[src/rtl/rrc_pkg.sv]
// Shared types for the row-register hit/miss controller.
// Assumes: one cycle type is decoded per row-enable falling edge.
package rrc_pkg;
    typedef enum logic [1:0] {
        CYC_READ    = 2'd0,
        CYC_WRITE   = 2'd1,
        CYC_REFRESH = 2'd2,
        CYC_ILLEGAL = 2'd3
    } cyc_kind_e;
endpackage

[src/rtl/rrc_mode_decode.sv]
// Decodes the control strobes present at a row-enable falling edge
// into a cycle type. Purely combinational; the caller gates it with the edge.
// Assumes: refresh takes priority, then chip select, then direction.
module rrc_mode_decode
    import rrc_pkg::*;
(
    input  logic      sel_n,
    input  logic      wr_rd,
    input  logic      rfsh_n,
    input  logic      cl_n,
    input  logic      we_n,
    output cyc_kind_e kind
);
    // Priority decode of the strobe pattern.
    always_comb begin
        if (!rfsh_n)
            kind = CYC_REFRESH;
        else if (sel_n)
            kind = CYC_ILLEGAL;
        else if (!wr_rd)
            kind = CYC_READ;
        else if (cl_n && we_n)
            kind = CYC_WRITE;
        else
            kind = CYC_ILLEGAL;
    end
endmodule

[src/rtl/rrc_tag_bank.sv]
// Per-bank last-row tags with valid tracking.
// A read loads the tag on a miss. Once warm, a bank turns valid on the
// second read whose tag differs from the stored one.
// Assumes: rd_evt is a one-cycle pulse at a legal read edge.
module rrc_tag_bank #(
    parameter int TAG_W = 9,
    parameter int BW    = 2,
    localparam int NB   = 1 << BW
) (
    input  logic             clk,
    input  logic             rst_n,
    input  logic [BW-1:0]    bank,
    input  logic [TAG_W-1:0] tag,
    input  logic             rd_evt,
    input  logic             warm,
    output logic             hit,
    output logic             all_valid
);
    logic [NB-1:0][TAG_W-1:0] tags;
    logic [NB-1:0]            valid;
    logic [NB-1:0]            seen;

    // Lookup against the selected bank.
    always_comb begin
        hit       = valid[bank] && (tags[bank] == tag);
        all_valid = &valid;
    end

    for (genvar g = 0; g < NB; g++) begin : g_bank
        logic sel_me;
        assign sel_me = rd_evt && (bank == BW'(g));

        // Tag, seen and valid update for bank g.
        always_ff @(posedge clk) begin
            if (!rst_n) begin
                tags[g]  <= '0;
                valid[g] <= 1'b0;
                seen[g]  <= 1'b0;
            end else if (sel_me) begin
                if (!(valid[g] && tags[g] == tag))
                    tags[g] <= tag;
                if (warm && !valid[g]) begin
                    if (!seen[g])
                        seen[g] <= 1'b1;
                    else if (tags[g] != tag)
                        valid[g] <= 1'b1;
                end
            end
        end

        assert_valid_sticky_R2: assert property (@(posedge clk) disable iff (!rst_n)
            !$fell(valid[g]));
        assert_hit_keeps_tag_R4: assert property (@(posedge clk) disable iff (!rst_n)
            (sel_me && hit) |=> $stable(tags[g]));
    end
endmodule

[src/rtl/rrc_read_inhibit.sv]
// Recovery timer for the output inhibit after a write miss.
// Holds inhibit while row enable is low, then for RECOV_CYC edges with
// row enable high.
// Assumes: start is a one-cycle pulse at a write-miss edge.
module rrc_read_inhibit #(
    parameter int RECOV_CYC = 4,
    localparam int CW       = $clog2(RECOV_CYC + 1)
) (
    input  logic clk,
    input  logic rst_n,
    input  logic start,
    input  logic re_high,
    output logic inhibit
);
    logic [CW-1:0] cnt;

    // Arm on start, count down only while row enable is released.
    always_ff @(posedge clk) begin
        if (!rst_n) begin
            inhibit <= 1'b0;
            cnt     <= '0;
        end else if (start) begin
            inhibit <= 1'b1;
            cnt     <= CW'(RECOV_CYC);
        end else if (inhibit && re_high) begin
            if (cnt == '0)
                inhibit <= 1'b0;
            else
                cnt <= cnt - 1'b1;
        end
    end

    assert_inhibit_holds_R7: assert property (@(posedge clk) disable iff (!rst_n)
        (inhibit && !re_high) |=> inhibit);
endmodule

[src/rtl/rowreg_hitmiss_ctrl.sv]
// Top of the row-register hit/miss controller. It detects row-enable
// falling edges, splits the row address into bank index and tag, and
// issues registered one-cycle command pulses.
// Assumes: all strobes are synchronous to clk; row_addr is stable at the edge.
module rowreg_hitmiss_ctrl
    import rrc_pkg::*;
#(
    parameter int ROW_W     = 11,
    parameter int BANK_LO   = 2,
    parameter int BANK_HI   = 9,
    parameter int INIT_CYC  = 8,
    parameter int RECOV_CYC = 4,
    localparam int BW       = 2,
    localparam int TAG_W    = ROW_W - BW,
    localparam int ICW      = $clog2(INIT_CYC + 1)
) (
    input  logic             clk,
    input  logic             rst_n,
    input  logic             re_n,
    input  logic             sel_n,
    input  logic             wr_rd,
    input  logic             rfsh_n,
    input  logic             cl_n,
    input  logic             we_n,
    input  logic             oe_n,
    input  logic [ROW_W-1:0] row_addr,
    output logic             hit_o,
    output logic             miss_o,
    output logic             fill_o,
    output logic             arr_wr_o,
    output logic             cache_wr_o,
    output logic             row_rfsh_o,
    output logic             rfsh_o,
    output logic             illegal_o,
    output logic             out_en_o,
    output logic             cache_rd_o,
    output logic [ROW_W-1:0] rd_row_o,
    output logic             init_done_o
);
    logic             re_q, fall, rise;
    cyc_kind_e        kind;
    logic [BW-1:0]    bank;
    logic [TAG_W-1:0] tag;
    logic             hit, all_valid, warm, rd_evt, wmiss_start;
    logic             wr_cyc_q, wr_hit_q, strobed_q, inh;
    logic [ICW-1:0]   init_cnt;

    // Row-enable edge detection.
    always_ff @(posedge clk) begin
        if (!rst_n) re_q <= 1'b1;
        else        re_q <= re_n;
    end
    assign fall = re_q && !re_n;
    assign rise = !re_q && re_n;

    // Split the row address into bank index and tag.
    always_comb begin
        int j;
        j    = 0;
        tag  = '0;
        bank = {row_addr[BANK_HI], row_addr[BANK_LO]};
        for (int i = 0; i < ROW_W; i++) begin
            if (i != BANK_LO && i != BANK_HI) begin
                tag[j] = row_addr[i];
                j++;
            end
        end
    end

    rrc_mode_decode u_dec (
        .sel_n(sel_n), .wr_rd(wr_rd), .rfsh_n(rfsh_n),
        .cl_n(cl_n), .we_n(we_n), .kind(kind)
    );

    assign warm        = (init_cnt == ICW'(INIT_CYC));
    assign rd_evt      = fall && (kind == CYC_READ);
    assign wmiss_start = fall && (kind == CYC_WRITE) && !hit;

    rrc_tag_bank #(.TAG_W(TAG_W), .BW(BW)) u_tags (
        .clk(clk), .rst_n(rst_n), .bank(bank), .tag(tag),
        .rd_evt(rd_evt), .warm(warm), .hit(hit), .all_valid(all_valid)
    );

    rrc_read_inhibit #(.RECOV_CYC(RECOV_CYC)) u_inh (
        .clk(clk), .rst_n(rst_n), .start(wmiss_start),
        .re_high(re_n), .inhibit(inh)
    );

    // Saturating count of legal row-enable cycles.
    always_ff @(posedge clk) begin
        if (!rst_n)
            init_cnt <= '0;
        else if (fall && kind != CYC_ILLEGAL && !warm)
            init_cnt <= init_cnt + 1'b1;
    end

    // Command pulses and write-cycle state.
    always_ff @(posedge clk) begin
        if (!rst_n) begin
            hit_o <= 1'b0;      miss_o <= 1'b0;     fill_o <= 1'b0;
            arr_wr_o <= 1'b0;   cache_wr_o <= 1'b0; row_rfsh_o <= 1'b0;
            rfsh_o <= 1'b0;     illegal_o <= 1'b0;  cache_rd_o <= 1'b0;
            rd_row_o <= '0;     init_done_o <= 1'b0;
            wr_cyc_q <= 1'b0;   wr_hit_q <= 1'b0;   strobed_q <= 1'b0;
        end else begin
            hit_o      <= fall && (kind == CYC_READ || kind == CYC_WRITE) && hit;
            miss_o     <= fall && (kind == CYC_READ || kind == CYC_WRITE) && !hit;
            fill_o     <= rd_evt && !hit;
            rfsh_o     <= fall && (kind == CYC_REFRESH);
            illegal_o  <= fall && (kind == CYC_ILLEGAL);
            init_done_o <= all_valid;
            arr_wr_o   <= wr_cyc_q && !re_n && !cl_n && !we_n;
            cache_wr_o <= wr_cyc_q && wr_hit_q && !re_n && !cl_n && !we_n;
            cache_rd_o <= re_n && !sel_n && !oe_n && !cl_n && we_n && !inh;
            row_rfsh_o <= rise && wr_cyc_q && !strobed_q;
            if (rd_evt)
                rd_row_o <= row_addr;
            if (fall && kind == CYC_WRITE) begin
                wr_cyc_q  <= 1'b1;
                wr_hit_q  <= hit;
                strobed_q <= 1'b0;
            end else if (rise) begin
                wr_cyc_q <= 1'b0;
            end else if (wr_cyc_q && !re_n && !cl_n && !we_n) begin
                strobed_q <= 1'b1;
            end
        end
    end

    // Output-driver qualifier.
    assign out_en_o = !sel_n && !oe_n && !inh;

    assert_hit_miss_excl_R4: assert property (@(posedge clk) disable iff (!rst_n)
        !(hit_o && miss_o));
    assert_fill_is_read_miss_R3: assert property (@(posedge clk) disable iff (!rst_n)
        fill_o |-> (miss_o && !wr_cyc_q));
    assert_cache_wr_with_arr_R5: assert property (@(posedge clk) disable iff (!rst_n)
        cache_wr_o |-> arr_wr_o);
    assert_illegal_quiet_R10: assert property (@(posedge clk) disable iff (!rst_n)
        illegal_o |-> !(hit_o || miss_o || rfsh_o || fill_o));
    assert_wmiss_blocks_out_R7: assert property (@(posedge clk) disable iff (!rst_n)
        (miss_o && wr_cyc_q && !wr_hit_q) |-> !out_en_o);
    assert_strobe_both_low_R8: assert property (@(posedge clk) disable iff (!rst_n)
        arr_wr_o |-> ($past(!cl_n) && $past(!we_n)));
endmodule

[config.mk]
export PLATFORM = sky130hd
export DESIGN_NAME = rowreg_hitmiss_ctrl
export DESIGN_NICKNAME = d
export VERILOG_FILES = /design/src/rtl/rrc_pkg.sv /design/src/rtl/rrc_mode_decode.sv /design/src/rtl/rrc_tag_bank.sv /design/src/rtl/rrc_read_inhibit.sv /design/src/rtl/rowreg_hitmiss_ctrl.sv
export SDC_FILE = /design/constraint.sdc
export NUM_CORES = 1
export LEC_CHECK = 0
export BUFFER_PORTS_ARGS = -buffer_cell sky130_fd_sc_hd__buf_2
export CORE_ASPECT_RATIO = 1.1
export CORE_MARGIN = 1.5
export CORE_UTILIZATION = 45
export DETAILED_ROUTE_END_ITERATION = 8
export GPL_ROUTABILITY_DRIVEN = 1
export PLACE_DENSITY = 0.6
export RECOVER_POWER = 50
export SETUP_SLACK_MARGIN = 0.4
export SYNTH_ARGS = -nofsm -noshare
export SYNTH_HDL_FRONTEND = slang
export SYNTH_SLANG_ARGS = --single-unit
[constraint.sdc]
create_clock -name clk -period 3.9 [get_ports clk]
set_input_delay 0.975 -clock clk [delete_from_list [all_inputs] [get_ports clk]]
set_output_delay 0.975 -clock clk [all_outputs]
set_load 0.005 [all_outputs]
==> metrics.yaml, run 1 <==
timing:
  tightest_slew_ns: 1.03
  finalMaxSlewViolations: 0
  max_freq_mhz: 333
  setup_tns_ns: 0
  setup_viol: 0
  final-hold-violation-count: 0
  min_period_ns: 3.00
  timing.final.crit_share: 0.770
  relSlewSlack: 0.311
  rsz0062_at_grt: "no"
  clock_skew_ns: 0.00961
  fin_hold_ws_ns: 0.455
routing:
  vias: 2814
  met1_length_um: 3990
  dr.pass1.iters: 4
  top_layer: "met4"
  antenna_left: 0
  viasPerCell: 5.24
  dr.first_iter.drc_count: 153
  routed_wl_um: 8460
  wl_met3_um: 265
  wl_per_cell_um: 15.8
  wl_met2_um: 4040
  drc_errors: 0
die:
  die_h_um: 98.4
  fp-row-count: 34
  io_pins: 42
  core-area_um2: 7960
  initial_core_util: 0.468
  die_w_um: 89.7
  die_area_um2: 8830
yosys:
  synthTopCellsByCount: "77 x dfxtp_1, 54 x nand2_1, 51 x mux2i_1"
  synthesis.area_um2: 3720
  synth-edff-count: 0
  synthArstFlopShare: 0
  synth_ff_type: "dfxtp_1"
  ys_warn_count: 0
  synth_area_leader_cell: "dfxtp_1"
  synth.distinct_cells: 42
  syn_inst: 394
  syn_area_per_cell_um2: 9.45
  synth_fp_nets: 418
  yosys.area.top_type_share: 0.414
  synth_area_leaders: "dfxtp_1 41%, mux2i_1 14%, xnor2_1 9.4%"
  ys_ff_latch: 77
  synth_most_common_cell: "dfxtp_1"
  seq_area_frac_synth: 0.414
clock_tree:
  cts_tree: "built"
  post-cts-setup-buffers: 0
  cts_htree_levels: 3
  path_clk_slew_ns: 0.08
  cts_sinks: 77
  clock_latency_ns: 0.36
  cts_buffers: 9
  ctsResizeCount: 0
  clockBufferDepth: 2
  cts-hold-fix-buffers: 0
  cts_root_buf: "clkbuf_8"
setup_path:
  cp.required_ns: 4.18
  critPathArrivalTime_ns: 3.28
  critPathCaptureType: "flip-flop"
  critPathLaunchType: "primary input"
  critical_path_class: "primary input to flip-flop"
  path_max_fanout: 14
final_layout:
  nets: 448
  area_growth_pct: 13.2
  fillers: 786
  final_cells: 537
  post-route-util: 0.530
  drive_gt1_frac: 0.140
  diodes: 0
grt:
  grt_pass1_wl_um: 14300
  grt_usage: 0.207
  overflow: 0
  grt_max_degree: 59
  antenna_found_initial: 0
  grt_pass1_vias: 2735
status:
  status: "completed"
power_and_ir_drop:
  power_density_nw_per_um2: 396
  ir_worst_vdd_v: 0.000217
  leakagePower_nw: 1.60
placed_design:
  dp.cells: 521
  gp_congestion: 0.834
  io_buffer_count: 41
  place_hpwl_um: 6060
worst_hold_path:
  hp-class: "flip-flop to flip-flop"
flow_run:
  maxCapViolCount: 0
[per-stage QoR]
stage / power, mW / setup WS (ns) / instance area [µm²]
2_1_floorplan: 0.907 / 1.36 / 3720
3_3_place_gp: 0.941 / 0.984 / 3990
3_5_place_dp: 0.944 / 0.931 / 3990
4_1_cts: 1.69 / 1.31 / 4230
5_1_grt: 1.74 / 0.741 / 4220
6_report: 1.67 / 0.896 / 4220
[layer usage]
| layer | global-route usage | up-vias |
|---|---|---|
| li1 | - | 1414 |
| met4 | 0.0855 | 0 |
| met1 | 0.266 | 1332 |
| met5 | 0 | - |
| met2 | 0.345 | 53 |
| met3 | 0.0378 | 15 |
[path summary, 6_finish.rpt]
check / start / endpoint / slack, ns / depth (start not counted)
worst min-delay path: rd_row_o[2]$_SDFFE_PN0N_ / rd_row_o[2]$_SDFFE_PN0N_ / 0.45 / 2
worst min register to register: rd_row_o[2]$_SDFFE_PN0N_ / rd_row_o[2]$_SDFFE_PN0N_ / 0.45 / 2
worst max-delay path: re_n / u_tags.tags[5]$_SDFFE_PN0P_ / 0.90 / 6
worst max register to register: re_q$_SDFF_PN1_ / u_tags.tags[5]$_SDFFE_PN0P_ / 1.47 / 5
[power by group]
group	total, mW	switching (mW)	internal, mW
clock	0.747	0.302	0.445
combinational	0.125	0.0783	0.0463
sequential	0.798	0.00520	0.793
total	1.67	0.385	1.28
[cells by family after synthesis]
| logic type | after synthesis | synth area share |
|---|---|---|
| compound gates | 32 | 0.0598 |
| xor+xnor | 50 | 0.118 |
| fa+ha+maj | 4 | 0.0134 |
| buf+inv | 38 | 0.0470 |
| flops | 77 | 0.414 |
| mux | 57 | 0.173 |
| simple gates | 136 | 0.175 |
[cells in the final DEF (no fill, tap or decap), drive strengths merged, types with 3 or more instances in the layout]
cell    Yosys  routed
mux4        6       6
nand3       6       6
nor2       27      27
o21a        5       5
ha          4       4
buf        16      35
inv        11      12
a21oi       9       9
xnor2      40      40
mux2i      51      51
nand4      15      15
a211oi      3       3
bufinv      0       3
clkbuf     11      22
nor3       11      11
dfxtp      77      77
nand2      54      54
nor2b       4       4
o21ai       4       4
nand2b      4       4
xor2       10      10
[critical path, cell delays in order]
cell      delay [ns]
clkbuf_1        0.28
and4bb_1        0.27
nand2b_1        0.13
clkbuf_1        0.79
a2111o_1        0.57
mux2i_1         0.26
[flip-flops by register name, indices dropped and copies added (netlist names), 3 cells and up]
signal / flops
u_tags.seen: 4
u_tags.valid: 4
init_cnt: 4
rd_row_o: 11
u_inh.cnt: 3
u_tags.tags: 36
[cell type report]
class / count / area [µm²] / share of cell area
clock inverters: 5 / 106 / 0.0252
inverters: 11 / 41.3 / 0.00979
clock buffers: 11 / 141 / 0.0335
multi-input cells: 279 / 2020 / 0.480
flip-flops and latches: 77 / 1540 / 0.366
well taps: 108 / 135 / 0.0320
repair buffers: 46 / 226 / 0.0537
No activity file was read; power rests on OpenSTA's default activity.
==> inputs of run 2 (changes only) <==
--- a/config.mk
+++ b/config.mk
@@ -11,7 +11,7 @@
 export CORE_UTILIZATION = 45
 export DETAILED_ROUTE_END_ITERATION = 8
 export GPL_ROUTABILITY_DRIVEN = 1
-export PLACE_DENSITY = 0.6
+export PLACE_DENSITY = 0.62
 export RECOVER_POWER = 50
 export SETUP_SLACK_MARGIN = 0.4
 export SYNTH_ARGS = -nofsm -noshare
==> constraint.sdc (replaced) <==
create_clock -name clk -period 2.5 [get_ports clk]
set_input_delay 0.625 -clock clk [delete_from_list [all_inputs] [get_ports clk]]
set_output_delay 0.625 -clock clk [all_outputs]
set_load 0.005 [all_outputs]
==> metrics.yaml, run 2 (same netlist as run 1, synthesis figures left out) <==
routing:
  viasPerCell: 5.24
  wl_per_cell_um: 15.3
  drc_errors: 0
  dr.pass1.iters: 4
  dr.first_iter.drc_count: 126
  antenna_left: 0
  routed_wl_um: 8310
  vias: 2850
placed_design:
  pre_cts_ws_ns: 0.142
  dp.cells: 528
  place_area_um2: 4070
  place_hpwl_um: 6220
  gp_congestion: 0.818
  io_buffer_count: 41
setup_path:
  critPathCaptureType: "flip-flop"
  critPathLaunchType: "primary input"
  path_max_fanout: 7
  critPathArrivalTime_ns: 2.28
  r2r-start: "u_tags.tags[28]$_SDFFE_PN0P_"
  reg2reg_slack_ns: 0.64
  path_delay_family: "compound AO/OA/AOI/OAI gates"
  r2r_cells: 5
  r2r-end: "u_inh.cnt[0]$_SDFFE_PP0P_"
  slowest_stage: "mux4_2"
  critical_path_class: "primary input to flip-flop"
  crit_path_max_incr_delay_ns: 0.52
  critPathBufInv: 1
  cp.required_ns: 2.76
  crit_chain: "clkbuf_4, mux4_2, xnor2_1, nand4_1, a211o_1, a211oi_2"
power_and_ir_drop:
  power_density_nw_per_um2: 596
  combinationalPowerShare: 0.078
  leakagePower_nw: 1.66
  p_switching_mw: 0.585
  switching_share: 0.228
  internal-power_mw: 1.98
  ir_worst_vdd_v: 0.000298
  share_seq_of_total_power: 0.486
  p_clk_frac: 0.436
final_layout:
  final_cells: 544
  area_growth_pct: 15.7
  final_common_cell: "dfxtp_1"
  final_cell_mix: "77 x dfxtp_1, 54 x nand2_1, 51 x mux2i_1, 37 x xnor2_1, 33 x buf_2"
  nets: 455
  largest_reg_flops: 36
  largest-register: "u_tags.tags"
  final_area_um2: 4310
  drive_gt1_frac: 0.170
  reg_top3: "u_tags.tags x36, rd_row_o x11"
  diodes: 0
clock_tree:
  post-cts-setup-buffers: 0
  ctsResizeCount: 0
  cts_htree_levels: 3
  cts_buffers: 9
  cts-hold-fix-buffers: 0
  cts_tree: "built"
  cts_sinks: 77
  clockBufferDepth: 2
  path_clk_slew_ns: 0.09
  cts_root_buf: "clkbuf_8"
  clock_latency_ns: 0.36
worst_hold_path:
  hp-class: "primary input to flip-flop"
  min_to: "cache_rd_o$_SDFF_PN0_"
  hold_start: "oe_n"
  hold_depth: 2
timing:
  finalMaxSlewViolations: 0
  finalWorstSetupSlack_ns: 0.486
  fin_hold_ws_ns: 0.434
  min_period_ns: 2.01
  setup_tns_ns: 0
  setup_viol: 0
  rsz0062_at_grt: "no"
  final-hold-violation-count: 0
  clock_skew_ns: 0.0134
  relSlewSlack: 0.238
  tightest_slew_ns: 1.14
  timing.final.crit_share: 0.805
  max_freq_mhz: 497
grt:
  antenna_found_initial: 0
  grt_pass1_vias: 2831
  grt_usage: 0.202
  grt_max_degree: 39
  grt_pass1_wl_um: 14200
  overflow: 0
flow_run:
  maxCapViolCount: 0
die:
  initial_core_util: 0.468
  fp-row-count: 34
  die_w_um: 89.7
  core-area_um2: 7960
  die_area_um2: 8830
  io_pins: 42
  die_h_um: 98.4
status:
  status: "completed"
[run 2: cell types whose count changed in the layout (fill, tap and decap cells not counted), sizes merged]
cell,previous run,this run
buf,35,44
inv,12,11
clkinv,0,2
clkbuf,22,19
[run 2: area by class of cell]
cell class | count | area, µm²
Fill cell | 745 | 3650
Multi-Input combinational cell | 279 | 2050
Clock buffer | 10 | 128
Clock inverter | 6 | 111
Tap cell | 108 | 135
Sequential cell | 77 | 1540
Timing Repair Buffer | 53 | 298
Inverter | 11 | 41.3
[run 2: layer usage]
| metal | vias to the layer above | global-route usage | wire (µm) |
|---|---|---|---|
| met1 | 1346 | 0.248 | 3750 |
| met4 | 0 | 0.0769 | 115 |
| met2 | 63 | 0.351 | 4140 |
| li1 | 1431 | - | - |
| met3 | 10 | 0.0409 | 313 |
| met5 | - | 0 | 0 |
[run 2: power by group through the flow]
stage               Combinational, mW  Clock, mW  Sequential [mW]
CTS                             0.203       1.15             1.25
floorplan                       0.145          0             1.27
detailed placement              0.203          0             1.27
finish                          0.201       1.12             1.25
global route                    0.223       1.19             1.25
global placement                0.200          0             1.27
[run 2: how the worst max path moves through the flow]
stage	start	endpoint	slack, ns	depth (start not counted)
floorplan	row_addr[2]	fill_o$_SDFF_PN0_	0.34	7
global placement	row_addr[2]	fill_o$_SDFF_PN0_	0.18	6
detailed placement	row_addr[2]	u_inh.cnt[0]$_SDFFE_PP0P_	0.14	6
CTS	row_addr[2]	u_inh.cnt[0]$_SDFFE_PP0P_	0.50	6
global route	row_addr[2]	u_inh.cnt[0]$_SDFFE_PP0P_	0.43	6
finish	row_addr[2]	u_inh.cnt[0]$_SDFFE_PP0P_	0.49	6
[run 2: stage by stage]
| step | power, mW | utilization |
|---|---|---|
| floorplan | 1.42 | - |
| global placement | 1.47 | 0.512 |
| detailed placement | 1.48 | 0.512 |
| CTS | 2.60 | 0.542 |
| global route | 2.66 | 0.542 |
| finish | 2.57 | 0.542 |
